### config.mk
export PLATFORM = sky130hd
export DESIGN_NAME = irq_arbiter
export DESIGN_NICKNAME = d
export VERILOG_FILES = /design/src/rtl/irq_pkg.sv /design/src/rtl/irq_nmi_track.sv /design/src/rtl/irq_flag_stack.sv /design/src/rtl/irq_ack_fsm.sv /design/src/rtl/irq_arbiter.sv
export SDC_FILE = /design/constraint.sdc
export NUM_CORES = 1
export LEC_CHECK = 0
export CAP_MARGIN = 5
export CORE_MARGIN = 10
export CORE_UTILIZATION = 45
export CTS_CLUSTER_DIAMETER = 200
export DETAILED_ROUTE_END_ITERATION = 10
export PLACE_DENSITY = 0.86
export RECOVER_POWER = 25
export SYNTH_ARGS = -nofsm -noshare
export SYNTH_HDL_FRONTEND = slang
export SYNTH_SLANG_ARGS = --single-unit
### constraint.sdc
create_clock -name clk -period 3.05 [get_ports clk]
set_input_delay 0.4575 -clock clk [delete_from_list [all_inputs] [get_ports clk]]
set_output_delay 0.4575 -clock clk [all_outputs]
set_load 0.02 [all_outputs]
### src/rtl/irq_pkg.sv
// Shared constants and types for the interrupt arbiter.
package irq_pkg;
    localparam int VEC_W = 8;
    localparam logic [VEC_W-1:0] NMI_VECTOR = 8'h02;

    typedef enum logic [0:0] {
        ARB_IDLE = 1'b0,
        ARB_ACK  = 1'b1
    } arb_state_e;
endpackage

### src/rtl/irq_nmi_track.sv
// Non-maskable request tracking: rising-edge detect, a one-deep pending
// latch and the in-service state. Assumes take_nmi is only raised while
// nmi_ready is high.
module irq_nmi_track (
    input  logic clk,
    input  logic rst_n,
    input  logic nmi_in,
    input  logic take_nmi,
    input  logic ret,
    output logic nmi_ready,
    output logic nmi_active
);
    logic nmi_q;
    logic nmi_pend;
    logic nmi_rise;

    assign nmi_rise  = nmi_in & ~nmi_q;
    assign nmi_ready = nmi_pend & ~nmi_active;

    // Edge history, pending latch and in-service flag.
    always_ff @(posedge clk) begin
        if (!rst_n) begin
            nmi_q      <= 1'b0;
            nmi_pend   <= 1'b0;
            nmi_active <= 1'b0;
        end else begin
            nmi_q    <= nmi_in;
            nmi_pend <= nmi_rise | (nmi_pend & ~take_nmi);
            if (take_nmi)
                nmi_active <= 1'b1;
            else if (ret)
                nmi_active <= 1'b0;
        end
    end

    // a pending request survives until it is taken.
    a_r9_pend_holds: assert property (@(posedge clk) disable iff (!rst_n)
        nmi_pend && !take_nmi |=> nmi_pend);
    // no re-entry while non-maskable service is active.
    a_r9_no_reentry: assert property (@(posedge clk) disable iff (!rst_n)
        nmi_active |-> !take_nmi);
endmodule

### src/rtl/irq_flag_stack.sv
// Interrupt-enable flag with a save stack of NEST_DEPTH entries.
// Entry pushes the flag and clears it; return pops it. A push when the
// stack is full drops the deepest entry. A pop on an empty stack leaves
// the flag alone.
module irq_flag_stack #(
    parameter int NEST_DEPTH = 4
) (
    input  logic clk,
    input  logic rst_n,
    input  logic enter,
    input  logic ret,
    input  logic wr,
    input  logic wdata,
    output logic ien
);
    localparam int CNT_W = $clog2(NEST_DEPTH + 1);
    localparam logic [CNT_W-1:0] CNT_MAX = CNT_W'(NEST_DEPTH);

    logic [NEST_DEPTH-1:0] stk;
    logic [CNT_W-1:0]      cnt;

    // Flag update with priority entry > return > software write.
    always_ff @(posedge clk) begin
        if (!rst_n) begin
            ien <= 1'b0;
            stk <= '0;
            cnt <= '0;
        end else if (enter) begin
            ien <= 1'b0;
            stk <= {stk[NEST_DEPTH-2:0], ien};
            if (cnt != CNT_MAX)
                cnt <= cnt + 1'b1;
        end else if (ret) begin
            if (cnt != '0) begin
                ien <= stk[0];
                stk <= {1'b0, stk[NEST_DEPTH-1:1]};
                cnt <= cnt - 1'b1;
            end
        end else if (wr) begin
            ien <= wdata;
        end
    end

    // the stack depth never exceeds its capacity.
    a_r11_depth_bound: assert property (@(posedge clk) disable iff (!rst_n)
        cnt <= CNT_MAX);
endmodule

### src/rtl/irq_ack_fsm.sv
// Boundary decision and vector handshake. At a boundary a ready
// non-maskable request wins; otherwise an enabled maskable request
// starts the acknowledge handshake. Boundaries are ignored while the
// handshake is in flight.
module irq_ack_fsm
    import irq_pkg::*;
(
    input  logic             clk,
    input  logic             rst_n,
    input  logic             boundary,
    input  logic             mreq,
    input  logic             ien,
    input  logic             nmi_ready,
    input  logic             ack_valid,
    input  logic [VEC_W-1:0] ack_vector,
    output logic             ack_req,
    output logic             take_nmi,
    output logic             take_irq,
    output logic             svc_start,
    output logic [VEC_W-1:0] svc_vector,
    output logic             svc_is_nmi
);
    arb_state_e state;
    logic       go_ack;

    assign take_nmi = (state == ARB_IDLE) & boundary & nmi_ready;
    assign go_ack   = (state == ARB_IDLE) & boundary & ~nmi_ready & mreq & ien;
    assign take_irq = (state == ARB_ACK) & ack_valid;
    assign ack_req  = (state == ARB_ACK);

    // Handshake state.
    always_ff @(posedge clk) begin
        if (!rst_n)
            state <= ARB_IDLE;
        else if (go_ack)
            state <= ARB_ACK;
        else if (take_irq)
            state <= ARB_IDLE;
    end

    // Start pulse and vector register.
    always_ff @(posedge clk) begin
        if (!rst_n) begin
            svc_start  <= 1'b0;
            svc_vector <= '0;
            svc_is_nmi <= 1'b0;
        end else begin
            svc_start <= take_nmi | take_irq;
            if (take_nmi) begin
                svc_vector <= NMI_VECTOR;
                svc_is_nmi <= 1'b1;
            end else if (take_irq) begin
                svc_vector <= ack_vector;
                svc_is_nmi <= 1'b0;
            end
        end
    end

    // the request is held until acknowledged.
    a_r4_req_held: assert property (@(posedge clk) disable iff (!rst_n)
        ack_req && !ack_valid |=> ack_req);
    // a maskable start follows an acknowledge edge.
    a_r4_start_after_ack: assert property (@(posedge clk) disable iff (!rst_n)
        svc_start && !svc_is_nmi |-> $past(ack_req && ack_valid));
    // non-maskable starts carry the fixed vector.
    a_r5_nmi_vector: assert property (@(posedge clk) disable iff (!rst_n)
        svc_start && svc_is_nmi |-> svc_vector == NMI_VECTOR);
    // the handshake only opens after a boundary.
    a_r2_ack_after_boundary: assert property (@(posedge clk) disable iff (!rst_n)
        $rose(ack_req) |-> $past(boundary));
endmodule

### src/rtl/irq_arbiter.sv
// Top level of the external interrupt arbiter. Connects the non-maskable
// tracker, the enable-flag save stack and the boundary/handshake
// controller. Assumes insn_boundary and irq_return are single-cycle
// strobes from the core.
module irq_arbiter #(
    parameter int NEST_DEPTH = 4
) (
    input  logic       clk,
    input  logic       rst_n,
    input  logic       mreq,
    input  logic       nmi_in,
    input  logic       insn_boundary,
    input  logic       irq_return,
    input  logic       flag_wr,
    input  logic       flag_wdata,
    output logic       ack_req,
    input  logic       ack_valid,
    input  logic [7:0] ack_vector,
    output logic       svc_start,
    output logic [7:0] svc_vector,
    output logic       svc_is_nmi,
    output logic       ien
);
    logic nmi_ready;
    logic nmi_active;
    logic take_nmi;
    logic take_irq;

    irq_nmi_track u_nmi (
        .clk        (clk),
        .rst_n      (rst_n),
        .nmi_in     (nmi_in),
        .take_nmi   (take_nmi),
        .ret        (irq_return),
        .nmi_ready  (nmi_ready),
        .nmi_active (nmi_active)
    );

    irq_flag_stack #(.NEST_DEPTH(NEST_DEPTH)) u_flag (
        .clk   (clk),
        .rst_n (rst_n),
        .enter (take_nmi | take_irq),
        .ret   (irq_return),
        .wr    (flag_wr),
        .wdata (flag_wdata),
        .ien   (ien)
    );

    irq_ack_fsm u_fsm (
        .clk        (clk),
        .rst_n      (rst_n),
        .boundary   (insn_boundary),
        .mreq       (mreq),
        .ien        (ien),
        .nmi_ready  (nmi_ready),
        .ack_valid  (ack_valid),
        .ack_vector (ack_vector),
        .ack_req    (ack_req),
        .take_nmi   (take_nmi),
        .take_irq   (take_irq),
        .svc_start  (svc_start),
        .svc_vector (svc_vector),
        .svc_is_nmi (svc_is_nmi)
    );

    // the enable flag is already clear when service starts.
    a_r7_flag_clear: assert property (@(posedge clk) disable iff (!rst_n)
        svc_start |-> !ien);
    // a non-maskable start marks service active.
    a_r9_active_on_start: assert property (@(posedge clk) disable iff (!rst_n)
        svc_start && svc_is_nmi |-> nmi_active);
    // a non-maskable start follows a boundary.
    a_r2_nmi_after_boundary: assert property (@(posedge clk) disable iff (!rst_n)
        svc_start && svc_is_nmi |-> $past(insn_boundary));
endmodule

==> flow_metrics.tcl, run 1 <==
set metrics [dict create \
    status "finished clean" \
    vdd_ir_drop_max_v 0.000373 \
    cts_hold_buf 0 \
    pwr-share-comb_pct 30.2 \
    cts_setup_buffers 0 \
    period_needed_ns 2.29 \
    dp.cells 162 \
    synthTopCellsByArea "dfxtp_1, nand2_1, a21oi_1" \
    fin_ws_ns 0.760 \
    drtPass1Iterations 4 \
    worst-path-buf-inv 2 \
    p_seq_share_pct 51.8 \
    synth_nets 131 \
    grt_pass1_wl_mm 3.67 \
    cts_sinks 22 \
    core_region_area_mm2 0.00219 \
    layoutNonFillerInstCount 165 \
    htreeDepth 1 \
    die_h_um 67.7 \
    power.leakage_nw 0.469 \
    hold_path.class "reg2reg" \
    netlist_area_mm2 0.00102 \
    p_switching_mw 0.221 \
    finalSetupTns_ns 0 \
    ys_async_sr_fraction_pct 0 \
    clkTransAtPathRegs_ns 0.11 \
    track_usage_pct 10.1 \
    synth_most_common_cell "nand2_1" \
    dr_total_vias 841 \
    yosysWarningCount 0 \
    grt_pass1_vias 851 \
    power_frac_clock_pct 18.0 \
    cts_tree "done" \
    synthCells 113 \
    wl_mm 2.17 \
    hold_violations 0 \
    grt_max_degree 18 \
    ys_ff_latch 22 \
    synth_common_cells "nand2_1, dfxtp_1, a21oi_1, o21ai_0, mux2i_1" \
    pwr_density_cell_mw_per_mm2 530 \
    gp_congestion 0.726 \
    synthFlopType "dfxtp_1" \
    syn_to_final_growth_pct 28.7 \
    clock-root-buffer "clkbuf_4" \
    numCtsBuffers 3 \
    syn_avg_cell_area_um2 9.06 \
    antenna_cells 0 \
    rsz0062_at_grt "no" \
    synth-edff-count 0 \
    clock_latency_ns 0.30 \
    start_kind "input port" \
    swShare_pct 31.6 \
    clock_skew_ns 0.00172 \
    max_stage_delay_ns 0.44 \
    synth_top_cell_area_share_pct 43.0 \
    synth_compound_gate_area_share_pct 18.0 \
    path_delay_family "simple AND/OR/NAND/NOR gates" \
    cp_max_fo 14 \
    vias_per_cell 5.10 \
    max_slew_margin_pct 66.7 \
    top_register "u_fsm.svc_vector" \
    drv_cap 0 \
    reg.largest.list "u_fsm.svc_vector: 8 flops, u_flag.stk: 4 flops, u_flag.cnt: 3 flops" \
    clk_path_buf_depth 2 \
    drtIter0Drc 25 \
    cts.repair.resized 0 \
    tightest_slew_ns 0.497 \
    min_from "u_fsm.svc_vector[3]$_SDFFE_PP0P_" \
    dpl-instance-area_mm2 0.00129 \
    crit_type "in2reg" \
    wl_per_cell_um 13.2 \
    antenna_left 0 \
    synth_top_family_by_area "simple AND/OR/NAND/NOR gates" \
    finalSetupViolCount 0 \
    dp_slack_ns 0.445 \
    grt_overflow 0 \
    slowest_stage "clkdlybuf4s50_1" \
    antenna_found_initial 0 \
    place.detailed.hpwl_mm 1.73 \
    critPathLaunch "ack_valid" \
    layout.nets 157 \
    yosys.area.top_type "dfxtp_1" \
    largest_reg_flops 8 \
    rows 17 \
    fin_util_pct 60.1 \
    cp.required_ns 3.27 \
    end_kind "register" \
    synth-xor-area-share_pct 0.856 \
    finalPower_mw 0.699 \
    ys_seq_area_share_pct 43.0 \
    port_buffers 28 \
    worstPathCellList "clkdlybuf4s50_1 > nand2_1 > and2_4 > xor2_1 > ha_1 > inv_1 > a31oi_1 > o22ai_1 > a221oi_2" \
    drc 0 \
    timing.final.crit_share_pct 75.1 \
    initial_utilization_pct 46.7 \
    p_int_mw 0.478 \
    synthAdderAreaFrac_pct 1.22 \
    yosys.area_share.simple_pct 24.4 \
    synth.distinct_cells 34 \
    design_area_mm2 0.00132 \
    cp.arrival_ns 2.51 \
    max_freq_mhz 437 \
    layout-drive-gt1-share_pct 6.57 \
    slew_viol_final 0 \
    die_w_um 67.7 \
    whs_ns 0.463 \
    synthMuxAreaShare_pct 7.09 \
    dieArea_mm2 0.00458 \
    reg2reg_from "u_fsm.ack_req$_SDFFE_PN0P_" \
    io_pins 29 \
]
==> layer usage <==
metal | global-route usage, % | share of wire (%) | up-vias
li1 | - | - | 435
met1 | 10.8 | 43 | 381
met2 | 17.8 | 47 | 23
met3 | 3.31 | 8.9 | 2
met4 | 3.85 | 0.74 | 0
met5 | 0 | 0 | -
==> final timing paths <==
kind	cells past startpoint	slack, ns	endpoint
setup / recovery	9	0.76	u_flag.cnt[2]$_SDFFE_PN0P_
hold / removal	2	0.46	u_fsm.svc_vector[3]$_SDFFE_PP0P_
hold reg to reg	2	0.46	u_fsm.svc_vector[3]$_SDFFE_PP0P_
setup reg to reg	8	1.01	u_flag.cnt[2]$_SDFFE_PN0P_
==> power by group through the flow <==
stage / registers, mW / clock network, mW / logic (mW)
after global routing: 0.369 / 0.140 / 0.232
after floorplan: 0.354 / 0 / 0.168
after global placement: 0.366 / 0 / 0.202
after CTS: 0.361 / 0.129 / 0.213
after detailed placement: 0.368 / 0 / 0.212
final: 0.362 / 0.126 / 0.211
==> cells in the final DEF (no fill, tap or decap), drive strengths merged, types with 3 or more instances in the layout <==
| master | synthesis | routed |
|---|---|---|
| mux2i | 6 | 6 |
| nor2b | 3 | 3 |
| clkdlybuf4s50 | 0 | 27 |
| dfxtp | 22 | 22 |
| clkbuf | 4 | 3 |
| nand2b | 3 | 3 |
| and2 | 4 | 4 |
| inv | 3 | 3 |
| a21boi | 4 | 4 |
| o21ai | 6 | 6 |
| a21oi | 11 | 11 |
| nand2 | 23 | 23 |
==> worst reg2reg max path, stage by stage (launching register included) <==
cell and delay (ns):
dfxtp_1 0.36, nand2_1 0.29, and2_4 0.32, xor2_1 0.18, ha_1 0.26, inv_1 0.06, a31oi_1 0.17, o22ai_1 0.10
a221oi_2 0.22
==> logic make-up (layout without fill, tap and decap cells) <==
family | Yosys count | count (layout)
and+or+nand+nor | 45 | 45
xor gates and xnor gates | 1 | 1
DFF | 22 | 22
muxes | 6 | 6
adders and majority gates | 1 | 1
buffers and inverters | 10 | 34
AOI/OAI and AO/OA | 28 | 28
==> area by class of cell <==
| type | instances | area [um^2] |
|---|---|---|
| Sequential cell | 22 | 440 |
| Clock buffer | 3 | 22.5 |
| Timing Repair Buffer | 28 | 280 |
| Inverter | 3 | 11.3 |
| Tap cell | 28 | 35.0 |
| Fill cell | 196 | 873 |
| Multi-Input combinational cell | 81 | 528 |
Power figures use the tool's default switching activity.
==> run 2, diff against run 1 <==
- clock period: 3.05 -> 2.3 ns (I/O delays scaled with it)
==> flow_metrics.tcl, run 2 (synthesis results as in run 1) <==
set metrics [dict create \
    gp_congestion 0.764 \
    cts_hold_buf 0 \
    io_pins 29 \
    cp.required_ns 2.55 \
    cp_max_fo 13 \
    finalSetupViolCount 0 \
    core_region_area_mm2 0.00219 \
    antenna_cells 0 \
    hold_path.class "reg2reg" \
    cts_setup_buffers 0 \
    antenna_left 0 \
    top_layer "met4" \
    p_switching_mw 0.312 \
    pwr-share-comb_pct 26.5 \
    initial_utilization_pct 46.7 \
    slew_viol_final 0 \
    numCtsBuffers 3 \
    antenna_found_initial 0 \
    p_int_mw 0.751 \
    drtPass1Iterations 4 \
    final_cell_mix "clkdlybuf4s50_1, nand2_1, dfxtp_1, a21oi_1, o21ai_0" \
    place.detailed.hpwl_mm 1.72 \
    top_register "u_fsm.svc_vector" \
    grt_overflow 0 \
    wl_met3_um 177 \
    dieArea_mm2 0.00458 \
    crit_type "in2reg" \
    drtIter0Drc 40 \
    port_buffers 28 \
    p_seq_share_pct 45.4 \
    rows 17 \
    layout.nets 160 \
    wl_per_cell_um 13.0 \
    hold_violations 0 \
    die_h_um 67.7 \
    grt_pass1_wl_mm 3.66 \
    drc 0 \
    vias_per_cell 5.08 \
    track_usage_pct 9.95 \
    power.leakage_nw 0.492 \
    power_frac_clock_pct 28.1 \
    start_kind "input port" \
    layout_commonest_cell "clkdlybuf4s50_1" \
    swShare_pct 29.4 \
    max_freq_mhz 512 \
    syn_to_final_growth_pct 33.5 \
    die_w_um 67.7 \
    wl_met1_um 969 \
    wl_mm 2.19 \
    whs_ns 0.460 \
    grt_max_degree 18 \
    dr_total_vias 859 \
    clock_latency_ns 0.31 \
    finalSetupTns_ns 0 \
    tightest_slew_ns 0.576 \
    max_slew_margin_pct 61.6 \
    clkTransAtPathRegs_ns 0.12 \
    status "finished clean" \
    rsz0062_at_grt "no" \
    cts_sinks 22 \
    fin_util_pct 62.4 \
    drv_cap 0 \
    cp.arrival_ns 2.20 \
    cts_tree "done" \
    end_kind "register" \
    met2_length_mm 1.02 \
    clock_skew_ns 0.00614 \
    pwr_density_cell_mw_per_mm2 778 \
    cts.repair.resized 0 \
    timing.final.crit_share_pct 84.9 \
    clock-root-buffer "clkbuf_4" \
    largest_reg_flops 8 \
    period_needed_ns 1.95 \
    clk_path_buf_depth 2 \
    htreeDepth 1 \
    reg.largest.list "u_fsm.svc_vector: 8 flops, u_flag.stk: 4 flops, u_flag.cnt: 3 flops" \
    vdd_ir_drop_max_v 0.000525 \
    grt_pass1_vias 832 \
    layout-drive-gt1-share_pct 8.51 \
]
==> run 2: layer usage <==
layer	global-route usage, %	up-vias
li1	-	445
met1	12.1	389
met2	16.2	23
met3	3.31	2
met4	3.08	0
met5	0	-
==> run 2: final cells by class <==
type | count | area [um^2]
Clock buffer | 3 | 22.5
Fill cell | 189 | 825
Tap cell | 28 | 35.0
Inverter | 3 | 11.3
Sequential cell | 22 | 440
Clock inverter | 1 | 30.0
Timing Repair Buffer | 31 | 299
Multi-Input combinational cell | 81 | 528
==> run 2: power groups by stage <==
stage,registers (mW),logic [mW],clock network [mW]
after global routing,0.490,0.311,0.317
after global placement,0.485,0.272,0
after floorplan,0.469,0.223,0
after detailed placement,0.490,0.287,0
final,0.483,0.282,0.299
after CTS,0.482,0.288,0.304
==> run 2: metrics by stage <==
stage / setup WS (ns) / area, um^2 / total power, mW / std cells
floorplan: 0.328 / 1020 / 0.692 / 113
global placement: 0.202 / 1320 / 0.757 / 165
detailed placement: 0.108 / 1320 / 0.776 / 165
CTS: 0.433 / 1370 / 1.07 / 169
global route: 0.226 / 1370 / 1.12 / 169
finish: 0.348 / 1370 / 1.06 / 169
==> run 2: worst paths after layout <==
path	start	end	slack [ns]	depth (start not counted)
max reg2reg	u_fsm.ack_req$_SDFFE_PN0P_	u_flag.cnt[1]$_SDFFE_PN0P_	0.50	5
min	u_fsm.svc_vector[2]$_SDFFE_PP0P_	u_fsm.svc_vector[2]$_SDFFE_PP0P_	0.46	2
max	insn_boundary	u_flag.cnt[1]$_SDFFE_PN0P_	0.35	6
min reg2reg	u_fsm.svc_vector[2]$_SDFFE_PP0P_	u_fsm.svc_vector[2]$_SDFFE_PP0P_	0.46	2
==> run 2: worst max-delay path, cell delays in order <==
cell	delay, ns
dlygate4sd3_1	0.58
nand4bb_4	0.11
and2_4	0.15
clkbuf_1	0.45
mux2i_4	0.35
mux2i_1	0.21
==> run 3, diff against run 2 <==
- clock period: 2.3 -> 1.9 ns (I/O delays scaled with it)
==> flow_metrics.tcl, run 3 (synthesis results as in run 1) <==
set metrics [dict create \
    layout-drive-gt1-share_pct 9.15 \
    r2r_setup_slack_ns 0.17 \
    crit_type "reg2reg" \
    design_area_mm2 0.00136 \
    min_from "u_fsm.svc_vector[3]$_SDFFE_PP0P_" \
    cts_tree "done" \
    power_frac_clock_pct 21.6 \
    reg.largest.list "u_fsm.svc_vector: 8 flops, u_flag.stk: 4 flops, u_flag.cnt: 3 flops" \
    n_fill_cell 189 \
    start_kind "register" \
    cts.repair.resized 0 \
    grt_max_degree 14 \
    final_cell_mix "clkdlybuf4s50_1, nand2_1, dfxtp_1, a21oi_1, o21ai_0" \
    port_buffers 28 \
    tightest_slew_ns 0.547 \
    clkTransAtPathRegs_ns 0.12 \
    vias_per_cell 5.09 \
    reg2regPathDepth 8 \
    initial_utilization_pct 46.7 \
    period_needed_ns 1.73 \
    slew_viol_final 0 \
    clk_path_buf_depth 2 \
    hold_violations 0 \
    finalSetupViolCount 0 \
    rsz0062_at_grt "no" \
    drtPass1Iterations 4 \
    power.leakage_nw 0.492 \
    max_slew_margin_pct 63.5 \
    dieArea_mm2 0.00458 \
    reg2reg_from "u_nmi.nmi_active$_SDFFE_PN0P_" \
    antenna_left 0 \
    vdd_ir_drop_max_v 0.000572 \
    dpl-instance-area_mm2 0.00133 \
    timing.final.crit_share_pct 90.9 \
    drc 0 \
    grt_overflow 0 \
    numCtsBuffers 3 \
    max_stage_delay_ns 0.34 \
    syn_to_final_growth_pct 32.5 \
    core_region_area_mm2 0.00219 \
    layout_commonest_cell "clkdlybuf4s50_1" \
    cts_setup_buffers 0 \
    layoutNonFillerInstCount 170 \
    end_kind "register" \
    htreeDepth 1 \
    track_usage_pct 9.86 \
    dr_total_vias 865 \
    hold_path_end "u_fsm.svc_vector[3]$_SDFFE_PP0P_" \
    multi_input_area_um2 531 \
    gp_congestion 0.777 \
    whs_ns 0.467 \
    worstPathCellList "nand4bb_4 > and2_4 > xor2_1 > ha_2 > inv_1 > a31oi_1 > o22ai_1 > a221oi_2" \
    rows 17 \
    drv_cap 0 \
    rr_endpoint "u_flag.cnt[2]$_SDFFE_PN0P_" \
    holdPathStages 2 \
    antenna_found_initial 0 \
    fin_util_pct 61.9 \
    drtIter0Drc 46 \
    hold_path.class "reg2reg" \
    dp.cells 166 \
    finalPower_mw 1.18 \
    cts_sinks 22 \
    swShare_pct 31.1 \
    cp_max_fo 5 \
    wl_mm 2.19 \
    grt_pass1_vias 798 \
    slowest_stage "dfxtp_1" \
    place.detailed.hpwl_mm 1.75 \
    top_register "u_fsm.svc_vector" \
    cp.arrival_ns 1.95 \
    pwr_density_cell_mw_per_mm2 871 \
    grt_pass1_wl_mm 3.56 \
    die_h_um 67.7 \
    p_seq_share_pct 49.7 \
    clock-root-buffer "clkbuf_4" \
    largest_reg_flops 8 \
    p_int_mw 0.814 \
    wl_per_cell_um 12.9 \
    io_pins 29 \
    ff_latch_area_um2 442 \
    status "finished clean" \
    pwr-share-comb_pct 28.8 \
    max_freq_mhz 579 \
    clock_latency_ns 0.30 \
    die_w_um 67.7 \
    cts_hold_buf 0 \
    antenna_cells 0 \
    p_switching_mw 0.368 \
    clock_skew_ns 0.00332 \
    cp.required_ns 2.13 \
    layout.nets 161 \
]
run 3: metrics by stage:
stage / TNS (ns) / setup WS (ns)
after floorplan: -0.000421 / -0.000421
after global placement: -0.122 / -0.122
after detailed placement: -0.199 / -0.199
after CTS: 0 / 0.119
after global routing: 0 / 0.0182
final: 0 / 0.172
run 3: worst max path at each step:
| stage | from | endpoint | depth (start not counted) |
|---|---|---|---|
| global placement | insn_boundary | u_flag.cnt[2]$_SDFFE_PN0P_ | 9 |
| detailed placement | insn_boundary | u_flag.cnt[2]$_SDFFE_PN0P_ | 9 |
| floorplan | u_fsm.ack_req$_SDFFE_PN0P_ | u_flag.cnt[2]$_SDFFE_PN0P_ | 10 |
| CTS | insn_boundary | u_flag.cnt[2]$_SDFFE_PN0P_ | 9 |
| finish | u_nmi.nmi_active$_SDFFE_PN0P_ | u_flag.cnt[2]$_SDFFE_PN0P_ | 8 |
| global route | u_nmi.nmi_active$_SDFFE_PN0P_ | u_flag.cnt[2]$_SDFFE_PN0P_ | 8 |
run 3: cell type report:
class / instances / share of cell area, %
repair buffers: 32 / 22.2
multi-input cells: 81 / 39.1
well taps: 28 / 2.58
flip-flops and latches: 22 / 32.6
clock buffers: 4 / 2.68
inverters: 3 / 0.830
run 3: critical path: cells and delay by family, from the launching register on:
kind,cells,cell delay [ns]
xor gates and xnor gates,1,0.15
buffers and inverters,1,0.05
and+or+nand+nor,2,0.38
DFF,1,0.34
AOI/OAI and AO/OA,3,0.50
adders and majority gates,1,0.24
run 3: per-layer routing:
layer	vias up	global-route usage, %	part of all wire, %
li1	446	-	-
met1	390	11.8	45
met2	27	16.2	43
met3	2	3.80	11
met4	0	2.31	0.87
met5	-	0	0
run 3: power by group through the flow:
| stage | registers [mW] | clock network [mW] | logic, mW |
|---|---|---|---|
| 2_1_floorplan | 0.569 | 0 | 0.273 |
| 6_report | 0.587 | 0.255 | 0.340 |
| 3_3_place_gp | 0.590 | 0 | 0.333 |
| 4_1_cts | 0.587 | 0.261 | 0.348 |
| 5_1_grt | 0.596 | 0.279 | 0.377 |
| 3_5_place_dp | 0.598 | 0 | 0.348 |
